## config.mk

```make
export PLATFORM = sky130hd
export DESIGN_NAME = iq_pair_assembler
export DESIGN_NICKNAME = d
export VERILOG_FILES = /design/src/rtl/iq_asm_pkg.sv /design/src/rtl/iq_asm_ctrl.sv /design/src/rtl/iq_fmt_conv.sv /design/src/rtl/iq_asm_datapath.sv /design/src/rtl/iq_pair_assembler.sv
export SDC_FILE = /design/constraint.sdc
export NUM_CORES = 1
export LEC_CHECK = 0
export BUFFER_PORTS_ARGS = -buffer_cell sky130_fd_sc_hd__buf_4
export CORE_MARGIN = 5
export CORE_UTILIZATION = 43
export CTS_CLUSTER_DIAMETER = 100
export DETAILED_ROUTE_END_ITERATION = 10
export HOLD_SLACK_MARGIN = 0.1
export PLACE_DENSITY = 0.71
export SLEW_MARGIN = 10
export SYNTH_ARGS = -nofsm -noshare
export SYNTH_HDL_FRONTEND = slang
export SYNTH_HIERARCHICAL = 1
export SYNTH_SLANG_ARGS = --single-unit
export TNS_END_PERCENT = 100
```

## constraint.sdc

```tcl
create_clock -name clk -period 2.8 [get_ports clk]
set_input_delay 0.14 -clock clk [delete_from_list [all_inputs] [get_ports clk]]
set_output_delay 0.14 -clock clk [all_outputs]
set_load 0.02 [all_outputs]
```

## src/rtl/iq_asm_pkg.sv

```systemverilog
package iq_asm_pkg;

  typedef enum logic [1:0] {
    SRC_DUAL   = 2'd0,
    SRC_HELD_I = 2'd1,
    SRC_HELD_Q = 2'd2
  } pair_src_e;

  typedef struct packed {
    logic      loadHold;
    logic      emitPair;
    pair_src_e pairSrc;
  } asm_ctrl_t;

endpackage

```

## src/rtl/iq_asm_ctrl.sv

```systemverilog
module iq_asm_ctrl
  import iq_asm_pkg::*;
(
  input  logic      clk,
  input  logic      rstN,
  input  logic      syncClear,
  input  logic      cfgSinglePort,
  input  logic      cfgSelInvert,
  input  logic      cfgQFirst,
  input  logic      inValid,
  input  logic      selStrobe,
  output asm_ctrl_t ctrlStrb
);

  localparam int CFG_W = 3;

  logic [CFG_W-1:0] prevCfg;
  logic [CFG_W-1:0] cfgNow;
  logic             holdValid;
  logic             holdNext;
  logic             cfgChanged;
  logic             heldLive;
  logic             isIWord;
  logic             isHoldKind;

  always_comb begin
    cfgNow     = {cfgSinglePort, cfgSelInvert, cfgQFirst};
    cfgChanged = (cfgNow != prevCfg);
    heldLive   = holdValid && !cfgChanged;
    isIWord    = selStrobe ^ cfgSelInvert;
    isHoldKind = cfgQFirst ? !isIWord : isIWord;

    ctrlStrb          = '0;
    ctrlStrb.pairSrc  = SRC_DUAL;
    holdNext          = heldLive;

    if (syncClear) begin
      holdNext = 1'b0;
    end else if (inValid) begin
      if (!cfgSinglePort) begin
        ctrlStrb.emitPair = 1'b1;
        ctrlStrb.pairSrc  = SRC_DUAL;
      end else if (isHoldKind) begin
        ctrlStrb.loadHold = 1'b1;
        holdNext          = 1'b1;
      end else if (heldLive) begin
        ctrlStrb.emitPair = 1'b1;
        ctrlStrb.pairSrc  = cfgQFirst ? SRC_HELD_Q : SRC_HELD_I;
        holdNext          = 1'b0;
      end
    end
  end

  always_ff @(posedge clk or negedge rstN) begin
    if (!rstN) begin
      prevCfg   <= '0;
      holdValid <= 1'b0;
    end else begin
      prevCfg   <= cfgNow;
      holdValid <= holdNext;
    end
  end

  AST_CLEAR_EMPTIES: assert property (@(posedge clk) disable iff (!rstN)
    syncClear |=> !holdValid);

  AST_DUAL_NEVER_HOLDS: assert property (@(posedge clk) disable iff (!rstN)
    !cfgSinglePort |=> !holdValid);

  AST_ORPHAN_NO_EMIT: assert property (@(posedge clk) disable iff (!rstN)
    (cfgSinglePort && !holdValid) |-> !ctrlStrb.emitPair);

  AST_CFG_FLIP_DROPS: assert property (@(posedge clk) disable iff (!rstN)
    (cfgSinglePort && (cfgNow != prevCfg) && !isHoldKind) |-> !ctrlStrb.emitPair);

endmodule

```

## src/rtl/iq_fmt_conv.sv

```systemverilog
module iq_fmt_conv #(
  parameter int DATA_W = 16
) (
  input  logic              offsetBin,
  input  logic              zeroOut,
  input  logic [DATA_W-1:0] din,
  output logic [DATA_W-1:0] dout
);

  localparam logic [DATA_W-1:0] SIGN_MASK = {1'b1, {(DATA_W-1){1'b0}}};

  always_comb begin
    if (zeroOut)        dout = '0;
    else if (offsetBin) dout = din ^ SIGN_MASK;
    else                dout = din;
  end

endmodule

```

## src/rtl/iq_asm_datapath.sv

```systemverilog
module iq_asm_datapath
  import iq_asm_pkg::*;
#(
  parameter int DATA_W = 16
) (
  input  logic              clk,
  input  logic              rstN,
  input  asm_ctrl_t         ctrlStrb,
  input  logic              cfgOffsetBin,
  input  logic              cfgRealMode,
  input  logic [DATA_W-1:0] portA,
  input  logic [DATA_W-1:0] portB,
  output logic              pairValid,
  output logic [DATA_W-1:0] outI,
  output logic [DATA_W-1:0] outQ
);

  localparam int LANES = 2;

  logic [DATA_W-1:0] holdWord;
  logic [DATA_W-1:0] laneRaw [LANES];
  logic [DATA_W-1:0] laneCvt [LANES];

  always_comb begin
    unique case (ctrlStrb.pairSrc)
      SRC_HELD_I: begin laneRaw[0] = holdWord; laneRaw[1] = portA;    end
      SRC_HELD_Q: begin laneRaw[0] = portA;    laneRaw[1] = holdWord; end
      default:    begin laneRaw[0] = portA;    laneRaw[1] = portB;    end
    endcase
  end

  for (genvar g = 0; g < LANES; g++) begin : g_lane
    iq_fmt_conv #(.DATA_W(DATA_W)) u_conv (
      .offsetBin (cfgOffsetBin),
      .zeroOut   ((g == 1) && cfgRealMode),
      .din       (laneRaw[g]),
      .dout      (laneCvt[g])
    );
  end

  always_ff @(posedge clk or negedge rstN) begin
    if (!rstN) begin
      holdWord  <= '0;
      pairValid <= 1'b0;
      outI      <= '0;
      outQ      <= '0;
    end else begin
      pairValid <= ctrlStrb.emitPair;
      if (ctrlStrb.loadHold) holdWord <= portA;
      if (ctrlStrb.emitPair) begin
        outI <= laneCvt[0];
        outQ <= laneCvt[1];
      end
    end
  end

  AST_VALID_TRACKS_EMIT: assert property (@(posedge clk) disable iff (!rstN)
    ctrlStrb.emitPair |=> pairValid);

  AST_NO_SPURIOUS_PULSE: assert property (@(posedge clk) disable iff (!rstN)
    !ctrlStrb.emitPair |=> !pairValid);

  AST_REAL_Q_ZERO: assert property (@(posedge clk) disable iff (!rstN)
    (pairValid && $past(cfgRealMode)) |-> (outQ == '0));

  AST_OUT_HELD: assert property (@(posedge clk) disable iff (!rstN)
    !pairValid |-> ($stable(outI) && $stable(outQ)));

endmodule

```

## src/rtl/iq_pair_assembler.sv

```systemverilog
module iq_pair_assembler
  import iq_asm_pkg::*;
#(
  parameter int DATA_W = 16
) (
  input  logic              clk,
  input  logic              rstN,
  input  logic              syncClear,
  input  logic              cfgSinglePort,
  input  logic              cfgSelInvert,
  input  logic              cfgQFirst,
  input  logic              cfgOffsetBin,
  input  logic              cfgRealMode,
  input  logic              inValid,
  input  logic              selStrobe,
  input  logic [DATA_W-1:0] portA,
  input  logic [DATA_W-1:0] portB,
  output logic              pairValid,
  output logic [DATA_W-1:0] outI,
  output logic [DATA_W-1:0] outQ
);

  asm_ctrl_t ctrlStrb;

  iq_asm_ctrl u_ctrl (
    .clk           (clk),
    .rstN          (rstN),
    .syncClear     (syncClear),
    .cfgSinglePort (cfgSinglePort),
    .cfgSelInvert  (cfgSelInvert),
    .cfgQFirst     (cfgQFirst),
    .inValid       (inValid),
    .selStrobe     (selStrobe),
    .ctrlStrb      (ctrlStrb)
  );

  iq_asm_datapath #(.DATA_W(DATA_W)) u_dp (
    .clk          (clk),
    .rstN         (rstN),
    .ctrlStrb     (ctrlStrb),
    .cfgOffsetBin (cfgOffsetBin),
    .cfgRealMode  (cfgRealMode),
    .portA        (portA),
    .portB        (portB),
    .pairValid    (pairValid),
    .outI         (outI),
    .outQ         (outQ)
  );

  AST_PULSE_AFTER_INPUT: assert property (@(posedge clk) disable iff (!rstN)
    pairValid |-> ($past(inValid) && !$past(syncClear)));

endmodule

```

==> results of run 1 <==
==> per-layer routing <==
layer  wire length (µm)  GRT usage [%]  vias to the layer above
met3                387           4.55                        6
met2               3380           26.6                       51
met1               3030           21.2                     1064
li1                   -              -                     1067
met4                 96           4.40                        0
met5                  0              0                        -
==> power groups by stage <==
stage	Combinational [mW]	Sequential, mW	Clock (mW)
floorplan	0.205	1.09	0
global placement	0.513	1.01	0
detailed placement	0.525	1.02	0
CTS	0.549	1.01	0.564
global route	0.591	1.02	0.594
finish	0.548	1.00	0.557
==> registers in the layout, summed over array words and instances (netlist names) <==
name / flops
u_dp/holdWord: 16
u_dp/outI: 16
u_dp/outQ: 16
u_ctrl/prevCfg: 3
u_ctrl/holdValid: 1
u_dp/pairValid: 1
==> what timing repair did <==
item                       4_1_cts  5_1_grt
cloned                           0        1
setup endpoints to repair       16       16
hold buffers                    20        0
pin swaps                        1        8
hold endpoints to repair        72        0
gates resized for setup          5       10
setup buffers                    0        7
==> worst max-delay path, stage by stage (launching register included) <==
cell and delay [ns]:
dfrtp_1 0.41, xnor2_2 0.18, nand4_1 0.14, nor4_2 0.34, inv_1 0.12, ha_4 0.25, buf_12 0.12, or2_4 0.27
buf_6 0.14, a22o_1 0.20, and2b_1 0.15, mux2_4 0.25
==> kinds of logic after synthesis <==
kind of cell,after synthesis,synth area share [%]
flops,53,46.8
xor+xnor,7,2.43
fa+ha+maj,2,0.883
mux,48,19.1
buf+inv,21,4.77
simple gates,59,13.0
other cells,1,0.132
compound gates,51,12.9
==> per-stage QoR <==
| stage | instance area, µm² | setup TNS, ns | hold slack [ns] | power (mW) |
|---|---|---|---|---|
| floorplan | 2860 | 0 | -0.156 | 1.30 |
| global placement | 3480 | -2.15 | 0.227 | 1.53 |
| detailed placement | 3480 | -2.53 | 0.229 | 1.55 |
| CTS | 3820 | -0.00652 | 0.101 | 2.12 |
| global route | 3950 | -0.0735 | 0.126 | 2.21 |
| finish | 3950 | 0 | 0.111 | 2.11 |
==> cells in the mapped netlist <==
cell type   n  area share [%]
nand2_1    17             2.3
nor2b_2    14             4.3
o21ai_0    16             2.8
nor4_1      1            0.22
a41o_1      1            0.35
nand4_1     1            0.22
and2b_1    12             3.2
ha_1        2            0.88
buf_6       6             2.4
a21o_1      1            0.27
dfrtp_1    53              47
conb_1      1            0.13
o22ai_1     1            0.22
and3_1      1            0.22
xnor2_1     6             1.9
mux2_1      2            0.79
inv_1       2            0.27
nand3b_1    1            0.27
nor3_1      1            0.18
xor2_2      1            0.57
buf_2       9             1.6
nor2_1      3            0.40
a22oi_1    16             4.2
a22o_1     16             4.9
or2_1       1            0.22
mux2_2     46              18
nor2b_1     7             1.5
clkbuf_1    4            0.53
==> worst max path at each step <==
stage / from / end / cells after the start
final: u_ctrl/prevCfg[2] / u_dp/outI[2] / 11
after CTS: u_ctrl/prevCfg[1] / u_dp/outI[15] / 10
after global routing: u_ctrl/prevCfg[2] / u_dp/outI[2] / 11
after floorplan: u_ctrl/prevCfg[0] / u_dp/outI[3] / 11
after detailed placement: u_ctrl/prevCfg[2] / u_dp/outI[15] / 10
after global placement: u_ctrl/prevCfg[2] / u_dp/outI[15] / 10
==> cell type report <==
class / count / area, µm² / area share (%)
Clock inverter: 2 / 37.5 / 0.951
Clock buffer: 6 / 82.6 / 2.09
Timing Repair Buffer: 114 / 943 / 23.9
Inverter: 2 / 7.51 / 0.190
Tap cell: 77 / 96.3 / 2.44
Sequential cell: 53 / 1330 / 33.6
Multi-Input combinational cell: 174 / 1450 / 36.8
==> reports/results.ini, run 1 <==
[placed_design]
post-dp-hpwl_um = 4640
dpl.cell_count = 393
post-place-ws_ns = -0.383
io_buffers = 74
place.gp.congestion = 0.793

[timing]
setup_viol = 0
fin_crit_sh_pct = 95.9
slew_violations = 0
fin_skew_ns = 0.00861
hold_viol_final = 0
fin_crit_ns = 2.69
rsz0062_at_grt = yes
fin_ws_ns = 0.114
tightestPinTransition_ns = 0.687
timing.fmax_mhz = 372
relSlewSlack_pct = 54.2

[clock_network]
cts_root_buffer = clkbuf_8
numCtsBuffers = 5
clk_latency_ns = 0.31
cts_tree = done
cts_max_level = 2
cts_num_sinks = 53
clk_pin_slew_ns = 0.10
cts.path.max_buffers = 2

[logic_synthesis]
synthDistinctLibCells = 28
syn_inst = 242
seq_area_frac_synth_pct = 46.8
yosysWarnings = 6
synth_area_per_cell_um2 = 11.7
syn_area_um2 = 2830
synth_seq_cells = 53

[final_layout]
final_core_util_pct = 61.8
nets = 394
drive_gt1_share_pct = 48.4
final_cell_mix = buf_4, dfrtp_1, mux2_2, dlygate4sd3_1, nand2_1
num-fill-cells = 525
antenna_cells = 0
instances_no_fill = 428
final_common_cell = buf_4
area_growth_syn_to_layout_pct = 39.3

[hold_path]
holdPathStages = 3
worstHoldStart = syncClear
min_path_type = input pin to register
hold_end = u_ctrl/holdValid

[drt]
drc_errors = 0
vias = 2188
ant_nets = 0
first_pass_iters = 4
routedWlPerCell_um = 16.1
drt_iter0_drc = 147
viasPerCell = 5.11
drt_wl_total_um = 6890

[setup_path]
startpoint_type = register
reg2reg_depth = 11
r2r_slack_ns = 0.11
path_class = register to register
endpoint_kind = register
rr_startpoint = u_ctrl/prevCfg[2]
required_ns = 3.00
crit_fanout = 7
critPathArrivalTime_ns = 2.88
rr_endpoint = u_dp/outI[2]

[global_route]
grt_pass1_vias = 2275
grt_use_total_pct = 16.2
grt-ovfl-total = 0
grt_pass1_wl_um = 11100
antenna_found_initial = 0
grt_max_degree = 54

[power]
seq_power_share_pct = 47.6
sw_frac_of_total_pct = 28.5
power.share.clock_pct = 26.4
powerDensity_nw_per_um2 = 535
switchingPower_mw = 0.600
p_leak_nw = 1.92
vdd_drop_max_mv = 0.264
combinationalPowerShare_pct = 26.0
p_int_mw = 1.51

[floorplan]
io_pins = 75
chipHeight_um = 91.2
initial_core_util_pct = 44.4
fp.dieW_um = 91.2
core-area_um2 = 6390
die-area_um2 = 8310
fp-row-count = 29

[flow_run]
max_cap_violations = 0

[outcome]
status = complete, no violations

Note: power is estimated with default switching activity, not from simulation.
==> inputs of run 2 (changes only) <==
--- a/config.mk
+++ b/config.mk
@@ -6,7 +6,7 @@
 export NUM_CORES = 1
 export LEC_CHECK = 0
 export BUFFER_PORTS_ARGS = -buffer_cell sky130_fd_sc_hd__buf_4
-export CORE_MARGIN = 5
+export CORE_MARGIN = 3
 export CORE_UTILIZATION = 43
 export CTS_CLUSTER_DIAMETER = 100
 export DETAILED_ROUTE_END_ITERATION = 10
==> reports/results.ini, run 2 (synthesis results as in run 1) <==
[outcome]
status = complete, no violations

[final_layout]
drive_gt1_share_pct = 45.6  ; -2.8 points
antenna_cells = 0  ; unchanged
final_cell_mix = buf_4, dfrtp_1, mux2_2, dlygate4sd3_1, nand2_1
nets = 383  ; -2.8%
reg_top3 = u_dp/holdWord (16), u_dp/outI (16), u_dp/outQ (16)
final_common_cell = buf_4
area_growth_syn_to_layout_pct = 32.4

[global_route]
grt_pass1_wl_um = 11000  ; -1.1%
grt_pass1_vias = 2184  ; -4.0%
grt_max_degree = 54  ; unchanged
grt_use_total_pct = 18.4  ; +2.2 points
grt-ovfl-total = 0  ; unchanged
antenna_found_initial = 0  ; unchanged

[setup_path]
slowest_stage = dfrtp_1
critPathArrivalTime_ns = 2.87  ; about the same
crit_family = simple AND/OR/NAND/NOR gates
required_ns = 2.99  ; about the same
crit_fanout = 8  ; +1
crit_chain = xnor2_2 -> nand4_1 -> nor4_2 -> inv_1 -> ha_1 -> or2_4 -> buf_4 -> a22o_1 -> and2b_1 -> mux2_2
endpoint_kind = register
cp_num_buf_inv = 2  ; -1
path_class = register to register
r2r_slack_ns = 0.13  ; about the same
startpoint_type = register
cpPeakStageDelay_ns = 0.40  ; about the same

[power]
p_leak_nw = 1.82  ; -5.2%
combinationalPowerShare_pct = 27.0  ; +1.0 points
vdd_drop_max_mv = 0.270  ; +2.2%
switchingPower_mw = 0.585  ; -2.6%
seq_power_share_pct = 51.2  ; +3.6 points
power.share.clock_pct = 21.8  ; -4.6 points
powerDensity_nw_per_um2 = 526  ; -1.6%
sw_frac_of_total_pct = 29.6  ; +1.2 points
totalPowerFinal_mw = 1.97  ; -6.5%
p_int_mw = 1.39  ; -8.0%

[floorplan]
chipHeight_um = 87.2  ; -4.4%
fp.dieW_um = 87.2  ; -4.4%
core-area_um2 = 6130  ; -4.0%
io_pins = 75  ; unchanged
die-area_um2 = 7600  ; -8.6%
fp-row-count = 28  ; -3.4%
initial_core_util_pct = 46.2  ; +1.8 points

[drt]
drt_wl_total_um = 6470  ; -6.2%
vias = 2147  ; -1.9%
viasPerCell = 5.17  ; +1.2%
ant_nets = 0  ; unchanged
drc_errors = 0  ; unchanged
first_pass_iters = 4  ; unchanged
drt_iter0_drc = 86  ; -41%
routedWlPerCell_um = 15.6  ; -3.2%

[timing]
setup_viol = 0  ; unchanged
fin_skew_ns = 0.0105  ; +0.00187 ns
hold_viol_final = 0  ; unchanged
relSlewSlack_pct = 54.8  ; +0.59 points
fin_crit_ns = 2.67  ; -0.0125 ns
slew_violations = 0  ; unchanged
timing.fmax_mhz = 374  ; +0.47%
fin_ws_ns = 0.127  ; +0.0125 ns
fin_crit_sh_pct = 95.5  ; -0.45 points
tightestPinTransition_ns = 0.678  ; -0.00882 ns

[placed_design]
post-place-ws_ns = 0.0643  ; +0.447 ns
place.gp.congestion = 0.780  ; -1.5%
post-dp-hpwl_um = 4500  ; -2.9%
io_buffers = 74  ; unchanged

[clock_network]
clk_latency_ns = 0.31  ; about the same
post_cts_buffers = 0  ; unchanged
clk_pin_slew_ns = 0.10  ; about the same
cts.path.max_buffers = 2  ; unchanged
cts_tree = done
cts_root_buffer = clkbuf_8
numCtsBuffers = 5  ; unchanged
cts_num_sinks = 53  ; unchanged
cts_max_level = 2  ; unchanged

[hold_path]
min_path_type = input pin to register

[flow_run]
max_cap_violations = 0  ; unchanged

==> run 2: cell type report <==
class | instances | area [µm²]
Clock buffer | 7 | 76.3
Clock inverter | 1 | 7.51
Fill cell | 522 | 2380
Inverter | 2 | 7.51
Multi-Input combinational cell | 174 | 1420
Sequential cell | 53 | 1330
Tap cell | 75 | 93.8
Timing Repair Buffer | 103 | 821
==> run 2: timing repair <==
| action | CTS | global route |
|---|---|---|
| setup endpoints to repair | 0 | 13 |
| resized for setup | 0 | 4 |
| endpoints found under the hold margin | 71 | 0 |
| hold buffers | 19 | 0 |
==> run 2: metrics by stage <==
step,instance area (µm²),hold slack [ns],utilization (%),instances,TNS [ns]
floorplan,2860,-0.156,-,248,0
global placement,3450,0.230,56.3,388,0
detailed placement,3450,0.225,56.3,388,0
CTS,3730,0.108,60.8,415,0
global route,3750,0.112,61.2,415,-0.00612
finish,3750,0.110,61.2,415,0
==> run 2: worst paths after layout <==
check | start | to | cells after the start
max | u_ctrl/prevCfg[2] | u_dp/outI[2] | 10
min reg2reg | u_dp/outQ[0] | u_dp/outQ[0] | 1
max in group asynchronous | rstN | u_dp/holdWord[3] | 2
min in group asynchronous | rstN | u_dp/outQ[13] | 2
max reg2reg | u_ctrl/prevCfg[2] | u_dp/outI[2] | 10
min | portA[10] | u_dp/holdWord[10] | 2
==> run 2: per-layer routing <==
metal	routed length (µm)	track usage (%)	vias up
li1	-	-	1039
met1	2950	26.4	1055
met2	3100	28.7	46
met3	315	3.50	7
met4	97	5.02	0
met5	0	0	-
==> run 2: worst register-to-register path, delay by kind of cell, from the launching register on <==
kind | cells | cell delay, ns
adders and majority gates | 1 | 0.33
and+or+nand+nor | 4 | 0.96
buffers and inverters | 2 | 0.25
muxes | 1 | 0.25
DFF | 1 | 0.40
xor gates and xnor gates | 1 | 0.19
AOI/OAI and AO/OA | 1 | 0.18
==> run 2: power groups by stage <==
stage / clock (mW) / sequential (mW) / combinational [mW]
after floorplan: 0 / 1.09 / 0.205
after global placement: 0 / 1.02 / 0.503
after detailed placement: 0 / 1.03 / 0.513
after CTS: 0.436 / 1.01 / 0.536
after global routing: 0.482 / 1.03 / 0.576
final: 0.430 / 1.01 / 0.532
==> inputs of run 3 (changes only) <==
--- a/config.mk
+++ b/config.mk
@@ -5,13 +5,14 @@
 export SDC_FILE = /design/constraint.sdc
 export NUM_CORES = 1
 export LEC_CHECK = 0
+export ABC_AREA = 1
 export BUFFER_PORTS_ARGS = -buffer_cell sky130_fd_sc_hd__buf_4
 export CORE_MARGIN = 3
 export CORE_UTILIZATION = 43
 export CTS_CLUSTER_DIAMETER = 100
 export DETAILED_ROUTE_END_ITERATION = 10
 export HOLD_SLACK_MARGIN = 0.1
-export PLACE_DENSITY = 0.71
+export PLACE_DENSITY = 0.7
 export SLEW_MARGIN = 10
 export SYNTH_ARGS = -nofsm -noshare
 export SYNTH_HDL_FRONTEND = slang
==> reports/results.ini, run 3 <==
[final_layout]
final_common_cell = nand2_1
num-fill-cells = 682  ; +31%
antenna_cells = 0  ; unchanged
drive_gt1_share_pct = 22.4  ; -23 points
area_growth_syn_to_layout_pct = 26.4
reg_top3 = u_dp/holdWord (16), u_dp/outI (16), u_dp/outQ (16)
final_cell_mix = nand2_1, inv_1, buf_4, dfrtp_1, nand3_1
nets = 575  ; +50%
final_core_util_pct = 57.6  ; -3.6 points

[drt]
viasPerCell = 4.66  ; -10%
first_pass_iters = 4  ; unchanged
vias = 2925  ; +36%
drt_iter0_drc = 150  ; +74%
ant_nets = 0  ; unchanged
drc_errors = 0  ; unchanged
routedWlPerCell_um = 12.3  ; -21%
drt_wl_total_um = 7750  ; +20%

[timing]
setup_viol = 0  ; unchanged
timing.fmax_mhz = 387  ; +3.3%
relSlewSlack_pct = 43.9  ; -11 points
hold_viol_final = 0  ; unchanged
rsz0062_at_grt = no
fin_skew_ns = 0.00830  ; -0.00218 ns
tns_ns = 0  ; unchanged
fin_crit_ns = 2.59  ; -0.0863 ns
fin_crit_sh_pct = 92.4  ; -3.1 points
slew_violations = 0  ; unchanged
tightestPinTransition_ns = 0.841  ; +0.163 ns

[logic_synthesis]
synthDistinctLibCells = 26  ; -7.1%
synth-edff-count = 0  ; unchanged
synth_top_area_share_pct = 41.5  ; -5.3 points
synth_seq_cells = 53  ; unchanged
async_flop_share_pct = 100  ; unchanged
syn-num-nets = 495
seq_area_frac_synth_pct = 41.5  ; -5.3 points
syn_inst = 451  ; +86%
synth_area_per_cell_um2 = 7.09  ; -39%
yosys-top-cells-count = nand2_1, inv_1, dfrtp_1, nand3_1, o21ai_0
yosysTopAreaCell = dfrtp_1
yosysWarnings = 6  ; unchanged
yosys-top-cells-area = dfrtp_1, nand2_1, inv_1, nand3_1, o21ai_0
yosysMostFrequentCell = nand2_1
synth_flop_cell = dfrtp_1
syn_area_um2 = 3200  ; +13%

[setup_path]
cpMostUsedCell = nand2_1
crit_fanout = 16  ; +8
required_ns = 2.99  ; about the same
crit_chain = dlygate4sd3_1 -> buf_4 -> inv_1 -> nand2_1 -> a21oi_2 -> nand2_2 -> nor3_2 -> inv_1 -> ha_2 -> buf_4 -> nor2_8 -> nand2_1 -> nand2_1 -> nand2_1 -> nand2_1 -> nor2_1 -> nand2_1 -> o21ai_0
rr_startpoint = u_ctrl/prevCfg[1]
cp-startpoint = cfgSinglePort
cpPeakStageDelay_ns = 0.53  ; +0.13 ns
path_class = input pin to register
startpoint_type = input pin
endpoint_kind = register
slowest_stage = dlygate4sd3_1
critPathArrivalTime_ns = 2.78  ; -0.09 ns
crit_family = buffers and inverters
cp_num_buf_inv = 5  ; +3

[floorplan]
core-area_um2 = 7020  ; +14%
io_pins = 75  ; unchanged
chipHeight_um = 92.2  ; +5.8%
fp-row-count = 30  ; +7.1%
die-area_um2 = 8510  ; +12%
initial_core_util_pct = 45.6  ; -0.64 points
fp.dieW_um = 92.2  ; +5.8%

[global_route]
grt_pass1_wl_um = 13600  ; +25%
grt_use_total_pct = 19.6  ; +1.2 points
grt_max_degree = 54  ; unchanged
grt_pass1_vias = 3023  ; +38%
antenna_found_initial = 0  ; unchanged
grt-ovfl-total = 0  ; unchanged

[clock_network]
cts_max_level = 2  ; unchanged
clk_latency_ns = 0.30  ; about the same
cts_tree = done
numCtsBuffers = 5  ; unchanged
cts.path.max_buffers = 2  ; unchanged
post_cts_buffers = 0  ; unchanged
cts_num_sinks = 53  ; unchanged
clk_pin_slew_ns = 0.09  ; about the same
cts_root_buffer = clkbuf_8

[placed_design]
place.gp.congestion = 0.843  ; +8.1%
io_buffers = 74  ; unchanged
post-dp-hpwl_um = 5570  ; +24%

[power]
seq_power_share_pct = 48.7  ; -2.5 points
power.share.clock_pct = 26.6  ; +4.8 points
p_leak_nw = 2.13  ; +17%
combinationalPowerShare_pct = 24.7  ; -2.3 points
p_int_mw = 1.41  ; +1.3%
vdd_drop_max_mv = 0.249  ; -7.7%
sw_frac_of_total_pct = 30.2  ; +0.53 points
switchingPower_mw = 0.607  ; +3.8%
powerDensity_nw_per_um2 = 498  ; -5.3%

[outcome]
status = complete, no violations

[flow_run]
max_cap_violations = 0  ; unchanged

[hold_path]
min_path_type = input pin to register
worstHoldStart = syncClear

## run 3: cell count changes after synthesis, moves of 14 or more
cell,delta
a22o_1,-16
a22oi_1,-16
inv_1,+87
mux2_2,-46
nand2_1,+103
nand3_1,+50
nor2_1,+27
nor2b_2,-14
o21ai_0,+32
## run 3: timing repair
item / CTS / global route
gates resized for setup: 0 / 1
endpoints found under the setup margin: 0 / 11
hold buffers: 20 / 0
hold endpoints to repair: 72 / 0
## run 3: power groups by stage
stage | clock network, mW | logic (mW) | registers, mW
final | 0.536 | 0.497 | 0.980
after global routing | 0.591 | 0.556 | 1.00
after CTS | 0.557 | 0.500 | 0.980
after detailed placement | 0 | 0.476 | 0.995
after global placement | 0 | 0.468 | 0.991
after floorplan | 0 | 0.172 | 1.07
## run 3: layout make-up
type | instances | area, µm² | area share (%)
Tap cell | 96 | 120 | 2.97
Sequential cell | 53 | 1330 | 32.8
Timing Repair Buffer | 98 | 798 | 19.8
Multi-Input combinational cell | 279 | 1320 | 32.7
Clock buffer | 7 | 86.3 | 2.14
Inverter | 94 | 358 | 8.85
Clock inverter | 1 | 30.0 | 0.743
## run 3: per-stage QoR
stage / cell area (µm²) / hold slack (ns) / setup WS [ns] / instances / power [mW]
2_1_floorplan: 3200 / -0.156 / 0.751 / 451 / 1.24
3_3_place_gp: 3720 / 0.223 / 0.446 / 600 / 1.46
3_5_place_dp: 3720 / 0.228 / 0.312 / 600 / 1.47
4_1_cts: 4040 / 0.117 / 0.106 / 628 / 2.04
5_1_grt: 4040 / 0.138 / 0.0274 / 628 / 2.15
6_report: 4040 / 0.136 / 0.213 / 628 / 2.01
## run 3: layer usage
| layer | vias to the layer above | wire, µm | global-route usage [%] |
|---|---|---|---|
| met4 | 0 | 114 | 5.32 |
| met5 | - | 0 | 0 |
| met3 | 13 | 415 | 3.12 |
| met1 | 1307 | 3470 | 24.9 |
| li1 | 1517 | - | - |
| met2 | 88 | 3750 | 34.5 |
## run 3: final timing paths
path                                      to  slack [ns]  cells past startpoint
min in group asynchronous      u_dp/outI[10]        0.40                      2
hold reg to reg                 u_dp/outI[9]        0.53                      2
hold / removal              u_ctrl/holdValid        0.14                      4
setup reg to reg               u_dp/outI[15]        0.39                     17
setup / recovery               u_dp/outI[15]        0.21                     18
max in group asynchronous  u_ctrl/prevCfg[1]        1.93                      2
## run 3: cells by family (layout without fill, tap and decap cells)
kind of cell | Yosys count | in the layout | synth area share (%)
other | 1 | 1 | 0.117
adder cells (fa/ha/maj) | 2 | 2 | 0.782
AND/OR/NAND/NOR | 225 | 225 | 31.8
flip-flops | 53 | 53 | 41.5
AO/OA/AOI/OAI | 51 | 51 | 8.33
buffers and inverters | 119 | 200 | 17.5
## run 3: worst min-delay path, delay by kind of cell
family | cells | cell delay (ns)
buffers and inverters | 2 | 0.12
AO/OA/AOI/OAI | 1 | 0.06
AND/OR/NAND/NOR | 1 | 0.09
